`config.mk`:
```
export PLATFORM = sky130hd
export DESIGN_NAME = asram_ctrl
export DESIGN_NICKNAME = d
export VERILOG_FILES = /design/src/rtl/asram_pkg.sv /design/src/rtl/asram_dcnt.sv /design/src/rtl/asram_seq.sv /design/src/rtl/asram_dpath.sv /design/src/rtl/asram_ctrl.sv
export SDC_FILE = /design/constraint.sdc
export NUM_CORES = 1
export LEC_CHECK = 0
export BUFFER_PORTS_ARGS = -buffer_cell sky130_fd_sc_hd__buf_2
export CORE_ASPECT_RATIO = 2
export CORE_MARGIN = 2
export CORE_UTILIZATION = 53
export DETAILED_ROUTE_END_ITERATION = 6
export PLACE_DENSITY_LB_ADDON = 0.08
export SLEW_MARGIN = 10
export SYNTH_ARGS = -nofsm -noshare
export SYNTH_HDL_FRONTEND = slang
export SYNTH_SLANG_ARGS = --single-unit
```
`constraint.sdc`:
```
create_clock -name clk -period 2.8 [get_ports clk]
set_input_delay 0.28 -clock clk [delete_from_list [all_inputs] [get_ports clk]]
set_output_delay 0.28 -clock clk [all_outputs]
set_load 0.03 [all_outputs]
```
`src/rtl/asram_pkg.sv`:
```
`timescale 1ns/10ps
// Package: shared helpers and types for the asynchronous SRAM controller.
// Assumes integer nanosecond minimums and an integer clock period in ns.
package asram_pkg;

    // Cycles needed to cover a nanosecond minimum; at least one if nonzero.
    function automatic int ns_to_cyc(input int ns, input int clk_ns);
        int c;
        if (ns <= 0) return 0;
        c = (ns + clk_ns - 1) / clk_ns;
        if (c < 1) c = 1;
        return c;
    endfunction

    function automatic int imax(input int a, input int b);
        return (a > b) ? a : b;
    endfunction

    typedef enum logic [2:0] {
        ST_IDLE,
        ST_READ,
        ST_WAIT_BUS,
        ST_WRITE,
        ST_WR_HOLD
    } seq_state_t;

endpackage

```
`src/rtl/asram_dcnt.sv`:
```
`timescale 1ns/10ps
// Module: loadable down-counter that stops at zero.
// Used for the start-to-start cycle timer and the bus turnaround timer.
// Assumes load has priority over counting.
module asram_dcnt #(
    parameter int W = 4
) (
    input  logic         clk,
    input  logic         rst_n,
    input  logic         load,
    input  logic [W-1:0] load_val,
    output logic         zero
);
    logic [W-1:0] cnt;

    // Load a new count or step toward zero.
    always_ff @(posedge clk) begin
        if (!rst_n)             cnt <= '0;
        else if (load)          cnt <= load_val;
        else if (cnt != '0)     cnt <= cnt - 1'b1;
    end

    assign zero = (cnt == '0);
endmodule

```
`src/rtl/asram_seq.sv`:
```
`timescale 1ns/10ps
// Module: strobe sequencer. Drives the chip select, output enable, write
// strobe and data-drive enable from an accepted request.
// Assumes acc is only asserted while idle is 1, and that bus_free reports
// that the turnaround after the last read has elapsed.
module asram_seq #(
    parameter int CW        = 5,
    parameter int N_RA      = 14,
    parameter int N_WP      = 12,
    parameter int N_HZ      = 5,
    parameter int CLK_NS    = 5,
    parameter int T_PWE_NS  = 55
) (
    input  logic clk,
    input  logic rst_n,
    input  logic acc,
    input  logic acc_we,
    input  logic bus_free,
    output logic cs_n,
    output logic oe_n,
    output logic wr_n,
    output logic drv,
    output logic cap,
    output logic arm_cyc,
    output logic arm_turn,
    output logic idle
);
    import asram_pkg::*;

    localparam logic [CW-1:0] RA_LD = CW'(N_RA - 1);
    localparam logic [CW-1:0] WP_LD = CW'(N_WP - 1);
    localparam logic [CW-1:0] HZ_SAT = CW'(N_HZ);

    seq_state_t   state;
    logic [CW-1:0] ph;
    logic          start_rd, start_wr;

    // Decode phase starts and the capture strobe.
    always_comb begin
        idle     = (state == ST_IDLE);
        start_rd = idle && acc && !acc_we;
        start_wr = (idle && acc && acc_we && bus_free) ||
                   ((state == ST_WAIT_BUS) && bus_free);
        cap      = (state == ST_READ) && (ph == '0);
        arm_turn = cap;
        arm_cyc  = start_rd || start_wr;
    end

    // Sequence the strobes through read, wait, write and hold phases.
    always_ff @(posedge clk) begin
        if (!rst_n) begin
            state <= ST_IDLE;
            ph    <= '0;
            cs_n  <= 1'b1;
            oe_n  <= 1'b1;
            wr_n  <= 1'b1;
            drv   <= 1'b0;
        end else if (start_rd) begin
            state <= ST_READ;
            ph    <= RA_LD;
            cs_n  <= 1'b0;
            oe_n  <= 1'b0;
        end else if (start_wr) begin
            state <= ST_WRITE;
            ph    <= WP_LD;
            cs_n  <= 1'b0;
            wr_n  <= 1'b0;
            drv   <= 1'b1;
        end else begin
            unique case (state)
                ST_IDLE:     if (acc) state <= ST_WAIT_BUS;
                ST_WAIT_BUS: state <= ST_WAIT_BUS;
                ST_READ: begin
                    if (ph == '0) begin
                        cs_n  <= 1'b1;
                        oe_n  <= 1'b1;
                        state <= ST_IDLE;
                    end else ph <= ph - 1'b1;
                end
                ST_WRITE: begin
                    if (ph == '0) begin
                        cs_n  <= 1'b1;
                        wr_n  <= 1'b1;
                        state <= ST_WR_HOLD;
                    end else ph <= ph - 1'b1;
                end
                ST_WR_HOLD: begin
                    drv   <= 1'b0;
                    state <= ST_IDLE;
                end
                default: state <= ST_IDLE;
            endcase
        end
    end

    // Checker counters: cycles output enable has been high, cycles strobe low.
    logic [CW-1:0] oe_hi_cnt, wr_lo_cnt;
    always_ff @(posedge clk) begin
        if (!rst_n) begin
            oe_hi_cnt <= HZ_SAT;
            wr_lo_cnt <= '0;
        end else begin
            if (!oe_n)                 oe_hi_cnt <= '0;
            else if (oe_hi_cnt < HZ_SAT) oe_hi_cnt <= oe_hi_cnt + 1'b1;
            if (wr_n)                  wr_lo_cnt <= '0;
            else if (wr_lo_cnt != '1)  wr_lo_cnt <= wr_lo_cnt + 1'b1;
        end
    end

    assert_wr_excl_oe_R4: assert property (@(posedge clk) disable iff (!rst_n)
        !wr_n |-> oe_n);
    assert_drv_oe_high_R9: assert property (@(posedge clk) disable iff (!rst_n)
        drv |-> oe_n);
    assert_turnaround_R9: assert property (@(posedge clk) disable iff (!rst_n)
        $rose(drv) |-> (oe_hi_cnt >= HZ_SAT));
    assert_wr_width_R5: assert property (@(posedge clk) disable iff (!rst_n)
        $rose(wr_n) |-> (int'(wr_lo_cnt) * CLK_NS >= T_PWE_NS));
endmodule

```
`src/rtl/asram_dpath.sv`:
```
`timescale 1ns/10ps
// Module: request and read-data registers. Latches address and write byte
// on acceptance, captures the memory byte on cap and flags it for a cycle.
// Assumes acc never arrives while chip select is low.
module asram_dpath #(
    parameter int AW = 19,
    parameter int DW = 8
) (
    input  logic          clk,
    input  logic          rst_n,
    input  logic          acc,
    input  logic [AW-1:0] acc_addr,
    input  logic [DW-1:0] acc_wdata,
    input  logic          cap,
    input  logic [DW-1:0] mem_rd,
    input  logic          cs_n,
    output logic [AW-1:0] addr_q,
    output logic [DW-1:0] wdata_q,
    output logic [DW-1:0] rdata,
    output logic          rvalid
);
    // Hold the request fields for the whole memory cycle.
    always_ff @(posedge clk) begin
        if (!rst_n) begin
            addr_q  <= '0;
            wdata_q <= '0;
        end else if (acc) begin
            addr_q  <= acc_addr;
            wdata_q <= acc_wdata;
        end
    end

    // Capture read data and raise the one-cycle valid flag.
    always_ff @(posedge clk) begin
        if (!rst_n) begin
            rdata  <= '0;
            rvalid <= 1'b0;
        end else begin
            rvalid <= cap;
            if (cap) rdata <= mem_rd;
        end
    end

    assert_rvalid_pulse_R3: assert property (@(posedge clk) disable iff (!rst_n)
        rvalid |=> !rvalid);
    assert_addr_hold_R6: assert property (@(posedge clk) disable iff (!rst_n)
        (!cs_n && $past(!cs_n)) |-> $stable(addr_q));
endmodule

```
`src/rtl/asram_ctrl.sv`:
```
`timescale 1ns/10ps
// Module: top of the asynchronous SRAM controller. Converts host
// request/ready transfers into memory strobe cycles with phase lengths
// derived from nanosecond minimums and CLK_NS.
// Assumes one outstanding request and an external tri-state pad using
// mem_dq_drv.
module asram_ctrl #(
    parameter int AW         = 19,
    parameter int DW         = 8,
    parameter int CLK_NS     = 5,
    parameter int T_RC_NS    = 70,
    parameter int T_AA_NS    = 70,
    parameter int T_DOE_NS   = 35,
    parameter int T_WC_NS    = 70,
    parameter int T_PWE_NS   = 55,
    parameter int T_SCE_NS   = 60,
    parameter int T_SD_NS    = 30,
    parameter int T_AW_NS    = 60,
    parameter int T_HZOE_NS  = 25
) (
    input  logic          clk,
    input  logic          rst_n,
    input  logic          host_req,
    input  logic          host_we,
    input  logic [AW-1:0] host_addr,
    input  logic [DW-1:0] host_wdata,
    output logic          host_ready,
    output logic [DW-1:0] host_rdata,
    output logic          host_rvalid,
    output logic [AW-1:0] mem_addr,
    output logic          mem_cs_n,
    output logic          mem_oe_n,
    output logic          mem_wr_n,
    output logic [DW-1:0] mem_dq_out,
    input  logic [DW-1:0] mem_dq_in,
    output logic          mem_dq_drv
);
    import asram_pkg::*;

    localparam int N_RA  = imax(ns_to_cyc(T_AA_NS, CLK_NS), ns_to_cyc(T_DOE_NS, CLK_NS));
    localparam int N_WP  = imax(imax(ns_to_cyc(T_PWE_NS, CLK_NS), ns_to_cyc(T_SCE_NS, CLK_NS)),
                                imax(ns_to_cyc(T_SD_NS, CLK_NS), ns_to_cyc(T_AW_NS, CLK_NS)));
    localparam int N_CYC = imax(ns_to_cyc(T_RC_NS, CLK_NS), ns_to_cyc(T_WC_NS, CLK_NS));
    localparam int N_HZ  = ns_to_cyc(T_HZOE_NS, CLK_NS);
    localparam int N_MAX = imax(imax(N_RA, N_WP), imax(N_CYC, N_HZ));
    localparam int CW    = $clog2(N_MAX + 1) + 1;

    logic acc, cap, arm_cyc, arm_turn, idle, cyc_zero, bus_free;

    // Accept only when idle and the start-to-start count has run out.
    always_comb begin
        host_ready = idle && cyc_zero;
        acc        = host_req && host_ready;
    end

    asram_dcnt #(.W(CW)) u_cyc (
        .clk(clk), .rst_n(rst_n), .load(arm_cyc),
        .load_val(CW'(N_CYC)), .zero(cyc_zero)
    );

    asram_dcnt #(.W(CW)) u_turn (
        .clk(clk), .rst_n(rst_n), .load(arm_turn),
        .load_val(CW'(N_HZ)), .zero(bus_free)
    );

    asram_seq #(
        .CW(CW), .N_RA(N_RA), .N_WP(N_WP), .N_HZ(N_HZ),
        .CLK_NS(CLK_NS), .T_PWE_NS(T_PWE_NS)
    ) u_seq (
        .clk(clk), .rst_n(rst_n), .acc(acc), .acc_we(host_we),
        .bus_free(bus_free), .cs_n(mem_cs_n), .oe_n(mem_oe_n),
        .wr_n(mem_wr_n), .drv(mem_dq_drv), .cap(cap),
        .arm_cyc(arm_cyc), .arm_turn(arm_turn), .idle(idle)
    );

    asram_dpath #(.AW(AW), .DW(DW)) u_dp (
        .clk(clk), .rst_n(rst_n), .acc(acc), .acc_addr(host_addr),
        .acc_wdata(host_wdata), .cap(cap), .mem_rd(mem_dq_in),
        .cs_n(mem_cs_n), .addr_q(mem_addr), .wdata_q(mem_dq_out),
        .rdata(host_rdata), .rvalid(host_rvalid)
    );

    assert_busy_not_ready_R8: assert property (@(posedge clk) disable iff (!rst_n)
        !mem_cs_n |-> !host_ready);
endmodule

```
* Word-level counts from Yosys, hierarchy flattened *
Cells that the tools add are included.

storage, ports and cells
  register bits = 58
  input bits = 39
  output and inout bits = 41
  logic and storage cells = 107

cells by class
  add/sub/neg operators = 3
  equal/unequal tests = 16
  multiplexer cells = 25
  bitwise logic cells = 3
  reductions and logical operators = 42

operator list
  operator               count
  $mux W4                6
  $reduce_bool A2 Y1     8
  $logic_not A5 Y1       3
  $mux W3                5
  $reduce_and A3 Y1      5
  $sub A5 B1 Y5 const B  3
  $mux W1                12
  $pmux W3 S4            1
  $reduce_and A2 Y1      5
  $reduce_bool A5 Y1     2
  $ne A3 B1 Y1 const B   3
  $logic_and A1 B1 Y1    8
  $ne A2 B1 Y1 const B   4
  $ne A4 B1 Y1 const B   2
  $reduce_or A2 Y1       4
  $eq A3 B2 Y1 const B   2
  $reduce_bool A3 Y1     2
  $ne A4 B2 Y1 const B   1
  $eq A3 B1 Y1 const B   1
  $eq A3 B3 Y1 const B   1
  $logic_not A3 Y1       1
  $ne A3 B2 Y1 const B   1
  $not A1 Y1             3
  $reduce_or A3 Y1       1
  other kinds (4)        5

* Logic depth before layout (Yosys ltp) *
Gate-level depths: netlist (run 1).

  word-level depth = 9
  gate-level depth with buffers = 8
  mapped depth without buffers = 6

* Cells and area by module *
A second synthesis (run 1) with hierarchy kept.

second synthesis, totals
  cells, all modules = 257
  area total of the unflattened synthesis = 2,625.0 sq um

modules (own cells, without submodules)
  module       instances  cells each  area each (sq um)
  asram_dpath  1          114         1,366.3
  asram_seq    1          71          638.1
  asram_dcnt   2          34          300.3
  asram_ctrl   1          4           20.0

* Least setup slack after synthesis (run 1) *
No wires, ideal clock.

  path type = register to output
  from = reg u_cyc.cnt[0]
  to = out host_ready
  arrival = 2,114 ps
  required time = 2,520 ps
  path slack = 406 ps
  cell stages (with the launch flop) = 5
  path through = dfxtp_1 > inv_1 > ha_1 > or4b_2 > nor4_1

on the way
  word-level cells in the longest chain between the ends = 2

RTL lines
  element                   RTL line          text
  start: declaration        asram_dcnt.sv:14  logic [W-1:0] cnt;
  start signal: assignment  asram_dcnt.sv:19  else if (load) cnt <= load_val;
  start signal: assignment  asram_dcnt.sv:20  else if (cnt != '0) cnt <= cnt - 1'b1;
  $logic_not A5 Y1          asram_dcnt.sv:23  assign zero = (cnt == '0);
  $logic_and A1 B1 Y1       asram_ctrl.sv:52  host_ready = idle && cyc_zero;
  end: declaration          asram_ctrl.sv:27  output logic host_ready,

No other way between the ends.

* Final worst setup path (run 1) *
Ends and elaborated chain as after synthesis.

==> results of run 1 <==
## where the power goes
group / internal (µW) / leakage, µW / switching [µW]
registers: 1030 / 0.000473 / 168
clock network: 364 / 0.0000988 / 319
logic: 573 / 0.000736 / 867
total: 1970 / 0.00131 / 1350
## how the worst max path moves through the flow
stage,endpoint
5_1_grt,host_ready
3_5_place_dp,u_dp.rdata[4]
4_1_cts,host_ready
3_3_place_gp,u_dp.rdata[1]
6_report,host_ready
2_1_floorplan,host_ready
## cell families after synthesis
logic type                 synth area share
muxes                               0.03792
xor gates and xnor gates            0.02949
and+or+nand+nor                      0.2396
adders and majority gates           0.03159
buffers and inverters               0.04371
DFF                                  0.4887
AOI/OAI and AO/OA                    0.1290
## final cells by class
type,count,area [µm²]
clock buffers,11,151.4
clock inverters,5,28.78
fillers,406,1364
inverters,8,30.03
multi-input cells,194,1111
flip-flops and latches,58,1161
well taps,54,67.56
repair buffers,83,425.4
## Yosys cell counts (3+ instances only)
cell type,number,area [µm²]
dfxtp_1,58,1161
nand2_1,58,217.7
a21oi_1,38,190.2
nor2_1,23,86.33
nor3_1,10,50.05
mux2i_1,9,90.09
clkbuf_1,8,30.03
inv_1,7,26.28
o21ai_0,7,35.03
ha_1,6,75.07
o21a_1,6,45.04
xnor2_1,6,52.55
nand2b_1,4,25.02
buf_4,3,22.52
nand3_1,3,15.01
## registers in the layout, indices dropped and copies added (netlist names)
name,cells
u_dp.addr_q,19
u_dp.rdata,8
u_dp.wdata_q,8
u_cyc.cnt,5
u_seq.ph,5
u_turn.cnt,5
u_seq.state,3
u_dp.rvalid,1
u_seq.cs_n,1
u_seq.drv,1
u_seq.oe_n,1
u_seq.wr_n,1
## cells in the final DEF (no fill, tap or decap), types with 2 or more instances in the layout
| master | synthesis | routed |
|---|---|---|
| mux2i_1 | 9 | 9 |
| nor4b_4 | 2 | 2 |
| ha_1 | 6 | 6 |
| buf_4 | 3 | 4 |
| o21a_1 | 6 | 6 |
| inv_1 | 7 | 7 |
| buf_2 | 2 | 79 |
| a21oi_1 | 38 | 38 |
| nor2_1 | 23 | 23 |
| clkbuf_8 | 0 | 11 |
| o21ai_0 | 7 | 7 |
| xor2_1 | 2 | 2 |
| nor4_1 | 2 | 2 |
| nand3_1 | 3 | 3 |
| xnor2_1 | 6 | 6 |
| nor2b_1 | 2 | 2 |
| nor3_1 | 10 | 10 |
| nand2_1 | 58 | 58 |
| clkinv_2 | 0 | 4 |
| dfxtp_1 | 58 | 58 |
| nand2b_1 | 4 | 4 |
## stage by stage
step	utilization	instance area (µm²)	instances	worst slack [ns]	total power (µW)
final	0.6857	2975	413	0.5043	3326
after CTS	0.6857	2975	413	0.4747	3352
after global routing	0.6857	2975	413	0.3967	3564
after global placement	0.6442	2795	397	0.7701	2630
after floorplan	-	2376	274	0.4063	2317
after detailed placement	0.6442	2795	397	0.7050	2655
## routing by layer
metal	up-vias	wire, µm
li1	1078	-
met1	992	2021
met2	65	2891
met3	9	273
met4	0	116
met5	-	0
## worst register-to-register path, delay by kind of cell, from the launching register on
family        cells  cell delay (ns)
fa+ha+maj         1             0.17
buf+inv           1             0.11
flops             1             0.31
mux               1             0.26
simple gates      3             1.09
==> flow_summary.json, run 1 <==
{
  "status": "finished, final reports clean",
  "dr.pass1.iters": 4,
  "synth_area_um2": 2376,
  "drc_errors": 0,
  "power.density_nw_per_um2": 1118,
  "crit_buf_inv": 2,
  "cp_num_cells": 5,
  "post-route-period-util": 0.8199,
  "cp.arrival_ns": 2.02,
  "crit_path_start_kind": "flop",
  "tightest_slew_ns": 0.8140,
  "cts.repair.resized": 0,
  "initial_core_util": 0.5476,
  "critPathKind": "flop to output pin",
  "seq_area_frac_synth": 0.4887,
  "hold_viol": 0,
  "crit_fanout": 4,
  "cts_sinks": 58,
  "cpLargestDelayFamily": "simple AND/OR/NAND/NOR gates",
  "rr_worst_depth": 6,
  "end_kind": "output pin",
  "antenna_found_initial": 0,
  "p_leak_uw": 0.001307,
  "cts_tree": "done",
  "wire_per_inst_um": 12.84,
  "diodes": 0,
  "grt_overflow_total": 0,
  "routed_wirelength_um": 5302,
  "setup_viol": 0,
  "r2r_end": "u_dp.rdata[4]",
  "grtUsageMet2": 0.3926,
  "final.setup.tns_ns": 0,
  "grtUsageMet3": 0.05303,
  "grt.busiest_layer": "met2",
  "synth_cell_types": 38,
  "rows": 34,
  "clk_pin_slew_ns": 0.07,
  "antenna_left": 0,
  "nNetsFinal": 399,
  "holdCritPathClass": "primary input to flop",
  "irDropWorstVdd_uv": 855.5,
  "slowest_delay_ns": 0.66,
  "cap_violations": 0,
  "hold_path.startpoint": "host_addr[4]",
  "cts.path.max_buffers": 2,
  "die_width_um": 51.35,
  "viasPerCell": 5.191,
  "timing.rr.start": "u_seq.ph[0]",
  "drive_gt1_frac": 0.2925,
  "slew_headroom": 0.4497,
  "port_buffers": 79,
  "grtUsageMet1": 0.2459,
  "hpwlAfterDp_um": 3783,
  "fmax_mhz": 435.6,
  "io_pins": 80,
  "syn2layout_area_growth_pct": 25.22,
  "async_reset_ff_frac": 0,
  "synthCells": 274,
  "slowest_stage": "or4b_2",
  "grt_max_degree": 46,
  "syn_nets": 319,
  "grt_pass1_vias": 1991,
  "required_ns": 2.52,
  "fin_skew_ns": 0.009620,
  "hold_end": "u_dp.addr_q[4]",
  "clk_latency_ns": 0.33,
  "ctsHoldBuffers": 0,
  "synth_edf_count": 0,
  "grt_util_all_layers": 0.2260,
  "htreeDepth": 3,
  "period_minus_slack_ns": 2.296,
  "core_area_um2": 4339,
  "slew_violations": 0,
  "whs_ns": 0.1773,
  "avgSynthCellArea_um2": 8.672,
  "yosysWarnings": 0,
  "clockRootBuffer": "clkbuf_8",
  "numCtsBuffers": 9,
  "reg2reg_slack_ns": 0.70,
  "min_path_cells": 3,
  "grt_setup_unrepaired": "no",
  "die-area_um2": 5067,
  "postCtsSetupBuffers": 0,
  "vias": 2144,
  "synthFlopType": "dfxtp_1",
  "ys_ff_latch": 58,
  "gp_congestion": 0.8695,
  "crit_start": "u_cyc.cnt[0]",
  "die_h_um": 98.69,
  "crit_path_cell_trace": "inv_1, ha_1, or4b_2, nor4_1, buf_2",
  "drtIter0Drc": 40,
  "grt_pass1_wl_um": 8721
}
Note: power is estimated with default switching activity, not from simulation.
==> run 2, diff against run 1 <==
Settings changed: ABC_AREA from default to 1, CORE_UTILIZATION 53 to 46.
Clock period 2.8 ns to 1.9 ns, I/O delays scaled along.
==> run 2 against run 1 <==
Count of clock-buffer cells in the layout is 2 higher; first-iteration DRC count rose by 110%; wire length up 14%; critical endpoint unchanged.
==> flow_summary.json, run 2 <==
{
  "grt_util_all_layers": 0.2022,
  "clockRootBuffer": "clkbuf_8",
  "slowest_stage": "dfxtp_1",
  "final.setup.tns_ns": 0,
  "synthCells": 308,
  "post-route-period-util": 0.9446,
  "synthFlopType": "dfxtp_1",
  "slowest_delay_ns": 0.32,
  "period_minus_slack_ns": 1.795,
  "status": "finished, final reports clean",
  "syn_nets": 353,
  "cpLargestDelayFamily": "buffers and inverters",
  "antenna_found_initial": 1,
  "synth_area_leaders": "dfxtp_1 45%, nand2_1 9.2%, nand3_1 7.9%, nand3_2 4.2%, a21oi_1 3.8%",
  "fin_skew_ns": 0.004827,
  "holdCritPathClass": "primary input to flop",
  "power.density_nw_per_um2": 1661,
  "initial_core_util": 0.4764,
  "ys_ff_latch": 58,
  "core_area_um2": 5468,
  "largest_register_ffs": 19,
  "syn2layout_area_growth_pct": 26.42,
  "die-area_um2": 6317,
  "fill_cells": 513,
  "clk_latency_ns": 0.33,
  "cp.arrival_ns": 1.60,
  "drtIter0Drc": 82,
  "multi_input_area_um2": 1260,
  "crit_buf_inv": 4,
  "largestRegisters": "u_dp.addr_q x19, u_dp.rdata x8, u_dp.wdata_q x8",
  "async_reset_ff_frac": 0,
  "grt_pass1_wl_um": 10020,
  "io_pins": 80,
  "die_width_um": 57.21,
  "crit_path_cell_trace": "inv_2, ha_1, inv_1, nor2_2, nand2_2, nor2_8, buf_12, buf_6",
  "synth_top_cell_area_share": 0.4457,
  "end_kind": "output pin",
  "vias": 2377,
  "fmax_mhz": 557.2,
  "port_buffers": 79,
  "numCtsBuffers": 9,
  "cap_violations": 0,
  "irDropWorstVdd_uv": 1043,
  "hpwlAfterDp_um": 4265,
  "required_ns": 1.71,
  "synth_area_um2": 2605,
  "die_h_um": 110.4,
  "routed_wirelength_um": 6036,
  "antenna_left": 0,
  "htreeDepth": 3,
  "crit_path_start_kind": "flop",
  "utilization": 0.6023,
  "grt_pass1_vias": 2290,
  "gp_congestion": 0.8218,
  "wire_per_inst_um": 13.12,
  "ff_latch_area_um2": 1161,
  "whs_ns": 0.04902,
  "ctsHoldBuffers": 0,
  "final_cell_mix": "78 x buf_2, 64 x nand2_1, 58 x dfxtp_1",
  "drc_errors": 0,
  "grt_overflow_total": 0,
  "cts_tree": "done",
  "synth_largest_area_cell": "dfxtp_1",
  "avgSynthCellArea_um2": 8.458,
  "tightest_slew_ns": 0.3493,
  "setup_viol": 0,
  "drive_gt1_frac": 0.3609,
  "largest-register": "u_dp.addr_q",
  "dr.pass1.iters": 4,
  "viasPerCell": 5.167,
  "synth_commonest_cells": "64 x nand2_1, 58 x dfxtp_1, 41 x nand3_1",
  "synth_cell_types": 34,
  "rows": 38,
  "hold_viol": 0,
  "clk_pin_slew_ns": 0.06,
  "p_leak_uw": 0.001552,
  "grt_max_degree": 29,
  "crit_fanout": 14,
  "cts_sinks": 58,
  "slew_headroom": 0.7672,
  "nNetsFinal": 442,
  "seq_area_frac_synth": 0.4457,
  "yosysWarnings": 0,
  "synth_edf_count": 0,
  "yosysMostFrequentCell": "nand2_1",
  "cts.path.max_buffers": 2,
  "critPathKind": "flop to output pin",
  "final_common_cell": "buf_2",
  "slew_violations": 0
}
-- run 2: cell types whose count changed in the layout (fill, tap and decap cells not counted), moves of 4 or more --
cell,change
a21oi_1,-18
a21oi_2,+11
buf_4,+6
clkinv_2,-4
inv_1,+13
mux2i_1,-9
nand2_1,+6
nand2b_1,-4
nand3_1,+38
nand3_2,+11
nand4_1,+6
nor2_1,-12
nor3_1,-5
o21a_1,-6
-- run 2: kinds of logic after synthesis --
group                      share of synthesized area
and+or+nand+nor                               0.3242
DFF                                           0.4457
AOI/OAI and AO/OA                             0.1009
buffers and inverters                        0.07349
xor gates and xnor gates                     0.02690
adders and majority gates                    0.02882
-- run 2: cell type report --
type                    instances  share of cell area
inverters                      23             0.02622
clock buffers                  13             0.04825
flip-flops and latches         58              0.3526
repair buffers                 92              0.1668
diodes                          1           0.0007599
multi-input cells             213              0.3826
well taps                      60             0.02280
-- run 2: worst paths after layout --
check / startpoint / endpoint / slack, ns / cells after the start
worst max-delay path: u_cyc.cnt[0] / host_ready / 0.11 / 8
worst min-delay path: mem_dq_in[5] / u_dp.rdata[5] / 0.05 / 3
worst max register to register: u_cyc.cnt[0] / u_seq.ph[2] / 0.17 / 12
worst min register to register: u_dp.addr_q[7] / u_dp.addr_q[7] / 0.46 / 2
-- run 2: through the flow --
stage	setup slack [ns]	cells	area [µm²]	power, µW
final	0.1052	460	3293	5470
after global routing	-0.02366	460	3293	5862
after CTS	-0.02587	456	3262	5430
after detailed placement	0.08255	439	3040	4245
after global placement	0.1296	439	3040	4215
after floorplan	0.3758	308	2605	3773
-- run 2: what timing repair did --
item                                    in CTS  in global routing
resized for setup                            2                  3
buffers inserted                             3                  3
gates cloned                                 1                  0
pin swaps                                    1                  2
endpoints found under the setup margin       1                 23
-- run 2: worst reg2reg max path, cell delays in order, from the launching register on --
cell      delay, ns
dfxtp_1        0.32
inv_2          0.08
ha_1           0.15
inv_1          0.05
nor2_2         0.10
nand2_2        0.13
nor2_8         0.15
buf_4          0.13
nand3b_4       0.15
nand2_4        0.15
inv_1          0.07
nand3_1        0.09
nand2_1        0.05
-- run 2: routing by layer --
layer | global-route usage | up-vias | wire [µm]
li1 | - | 1198 | -
met1 | 0.2071 | 1085 | 2313
met2 | 0.3563 | 82 | 3184
met3 | 0.05152 | 12 | 342
met4 | 0.1147 | 0 | 196
met5 | 0 | - | 0
-- run 2: power by group --
group / total, µW / internal [µW] / switching (µW)
registers: 1740 / 1540 / 199
clock network: 950 / 523 / 426
logic: 2790 / 1130 / 1660
total: 5470 / 3190 / 2280
==> run 3, diff against run 2 <==
Settings changed: ABC_AREA 1 to default, CORE_UTILIZATION 46 to 45, CTS_CLUSTER_SIZE from default to 12.
==> run 3 against run 2 <==
Sequential share of layout area is 0.19 points higher; wire length shrank 1.3%; die area fell by 6.4%; design area down 0.11%; clock power increased by 23%; combinational power shrank 3%; setup slack worse by 0.087 ns; first-iteration DRC count fell by 8.5%; critical endpoint unchanged; highest routed layer unchanged.
==> flow_summary.json, run 3 (same netlist as run 1, synthesis figures left out) <==
{
  "status": "finished, final reports clean",
  "fill_cells": 485,
  "p_seq_frac": 0.316,
  "post-route-period-util": 0.9902,
  "critPathKind": "flop to output pin",
  "htreeDepth": 3,
  "irDropWorstVdd_uv": 1190,
  "slew_violations": 0,
  "io_pins": 80,
  "required_ns": 1.71,
  "final_cell_mix": "78 x buf_2, 58 x nand2_1, 54 x dfxtp_1",
  "crit_path_cell_trace": "inv_2, ha_4, or4b_4, nor4_4, buf_6",
  "hold_path.startpoint": "host_addr[6]",
  "largestRegisters": "u_dp.addr_q x19, u_dp.rdata x8, u_dp.wdata_q x8",
  "cp_num_cells": 5,
  "fmax_mhz": 531.5,
  "drc_errors": 0,
  "fin_skew_ns": 0.008880,
  "syn2layout_area_growth_pct": 38.44,
  "crit_buf_inv": 2,
  "grt_setup_unrepaired": "yes",
  "largest-register": "u_dp.addr_q",
  "vias": 2243,
  "crit_start": "u_cyc.cnt[0]",
  "final.setup.tns_ns": 0,
  "clk_pin_slew_ns": 0.07,
  "dr.pass1.iters": 4,
  "grt_pass1_vias": 2083,
  "reg2reg_slack_ns": 0.05,
  "die_h_um": 106.8,
  "grt_overflow_total": 0,
  "numCtsBuffers": 9,
  "diodes": 0,
  "port_buffers": 79,
  "crit_path_start_kind": "flop",
  "cts.path.max_buffers": 2,
  "crit_fanout": 2,
  "hpwlAfterDp_um": 3900,
  "gp_congestion": 0.8333,
  "core_area_um2": 5139,
  "die-area_um2": 5912,
  "p_clk_frac": 0.206,
  "grt_pass1_wl_um": 8838,
  "multi_input_area_um2": 1160,
  "rows": 37,
  "r2r_end": "u_dp.rdata[2]",
  "wire_per_inst_um": 13.72,
  "end_kind": "output pin",
  "design_area_um2": 3289,
  "p_int_uw": 3500,
  "nNetsFinal": 417,
  "setup_viol": 0,
  "initial_core_util": 0.4624,
  "slowest_stage": "or4b_4",
  "hold_viol": 0,
  "holdCritPathClass": "primary input to flop",
  "antenna_left": 0,
  "p_leak_uw": 0.001438,
  "grt_util_all_layers": 0.1872,
  "switching_power_uw": 2154,
  "grt_max_degree": 46,
  "cts_sinks": 58,
  "drive_gt1_frac": 0.3564,
  "tightest_slew_ns": 0.8042,
  "period_minus_slack_ns": 1.881,
  "rr_worst_depth": 7,
  "finalPower_uw": 5654,
  "cap_violations": 0,
  "p_sw_frac": 0.3810,
  "clockRootBuffer": "clkbuf_8",
  "power.density_nw_per_um2": 1719,
  "slew_headroom": 0.4631,
  "drtIter0Drc": 75,
  "cpLargestDelayFamily": "simple AND/OR/NAND/NOR gates",
  "cts_tree": "done",
  "die_width_um": 55.38,
  "comb_power_share": 0.478,
  "routed_wirelength_um": 5955,
  "final_common_cell": "buf_2",
  "ff_latch_area_um2": 1166,
  "antenna_found_initial": 0,
  "viasPerCell": 5.168,
  "min_path_cells": 3,
  "slowest_delay_ns": 0.48,
  "clk_latency_ns": 0.33,
  "cp.arrival_ns": 1.69,
  "hold_end": "u_dp.addr_q[6]",
  "placed_cell_area_um2": 2873,
  "largest_register_ffs": 19,
  "timing.rr.start": "u_seq.ph[1]"
}
run 3: changes by cell type in the layout (fill, tap and decap cells not counted), sizes merged, moves of 7 or more:
cell	change
a21oi	+7
buf	+7
inv	-14
mux2i	+9
nand2	-12
nand3	-49
nand4	-7
run 3: how the worst max path moves through the flow:
stage	slack, ns	end
final	0.02	host_ready
after global routing	-0.05	host_ready
after CTS	-0.04	host_ready
after detailed placement	0.06	host_ready
after global placement	0.09	u_dp.rdata[0]
after floorplan	0.11	host_ready
run 3: metrics by stage:
stage | std cells | hold slack, ns | setup WS, ns | utilization
after global placement | 407 | 0.4208 | 0.09490 | 0.5590
final | 434 | 0.08978 | 0.01867 | 0.6401
after floorplan | 274 | 0.3260 | 0.1089 | -
after detailed placement | 407 | 0.4325 | 0.05689 | 0.5590
after CTS | 424 | 0.07552 | -0.04125 | 0.6034
after global routing | 434 | 0.08961 | -0.04560 | 0.6401
run 3: what timing repair did:
action,in CTS,in global routing
hold buffers,0,0
pin swaps,0,4
resized for setup,4,20
setup buffers,2,7
cloned,0,3
endpoints found under the setup margin,1,40
run 3: per-layer routing:
| metal | GRT usage | wire (µm) | vias to the layer above |
|---|---|---|---|
| met5 | 0 | 0 | - |
| met4 | 0.09930 | 96 | 0 |
| met3 | 0.05066 | 314 | 9 |
| met2 | 0.3503 | 3322 | 74 |
| met1 | 0.1807 | 2221 | 1045 |
| li1 | - | - | 1115 |
run 3: layout make-up:
type | instances | area share
flip-flops and latches | 58 | 0.3545
clock inverters | 2 | 0.01065
multi-input cells | 194 | 0.3526
clock buffers | 13 | 0.05135
repair buffers | 101 | 0.1989
inverters | 8 | 0.009890
well taps | 58 | 0.02206
run 3: tightest hold or removal path, delay by kind of cell:
kind                   cells  cell delay, ns
buffers and inverters      1            0.09
AND/OR/NAND/NOR            1            0.04
AO/OA/AOI/OAI              1            0.05
run 3: power groups by stage:
stage          combinational [µW]  clock [µW]  sequential (µW)
2_1_floorplan                1380           0             2060
3_3_place_gp                 2240           0             1780
3_5_place_dp                 2270           0             1790
4_1_cts                      2340        1190             1770
5_1_grt                      2950        1240             1840
6_report                     2700        1170             1790
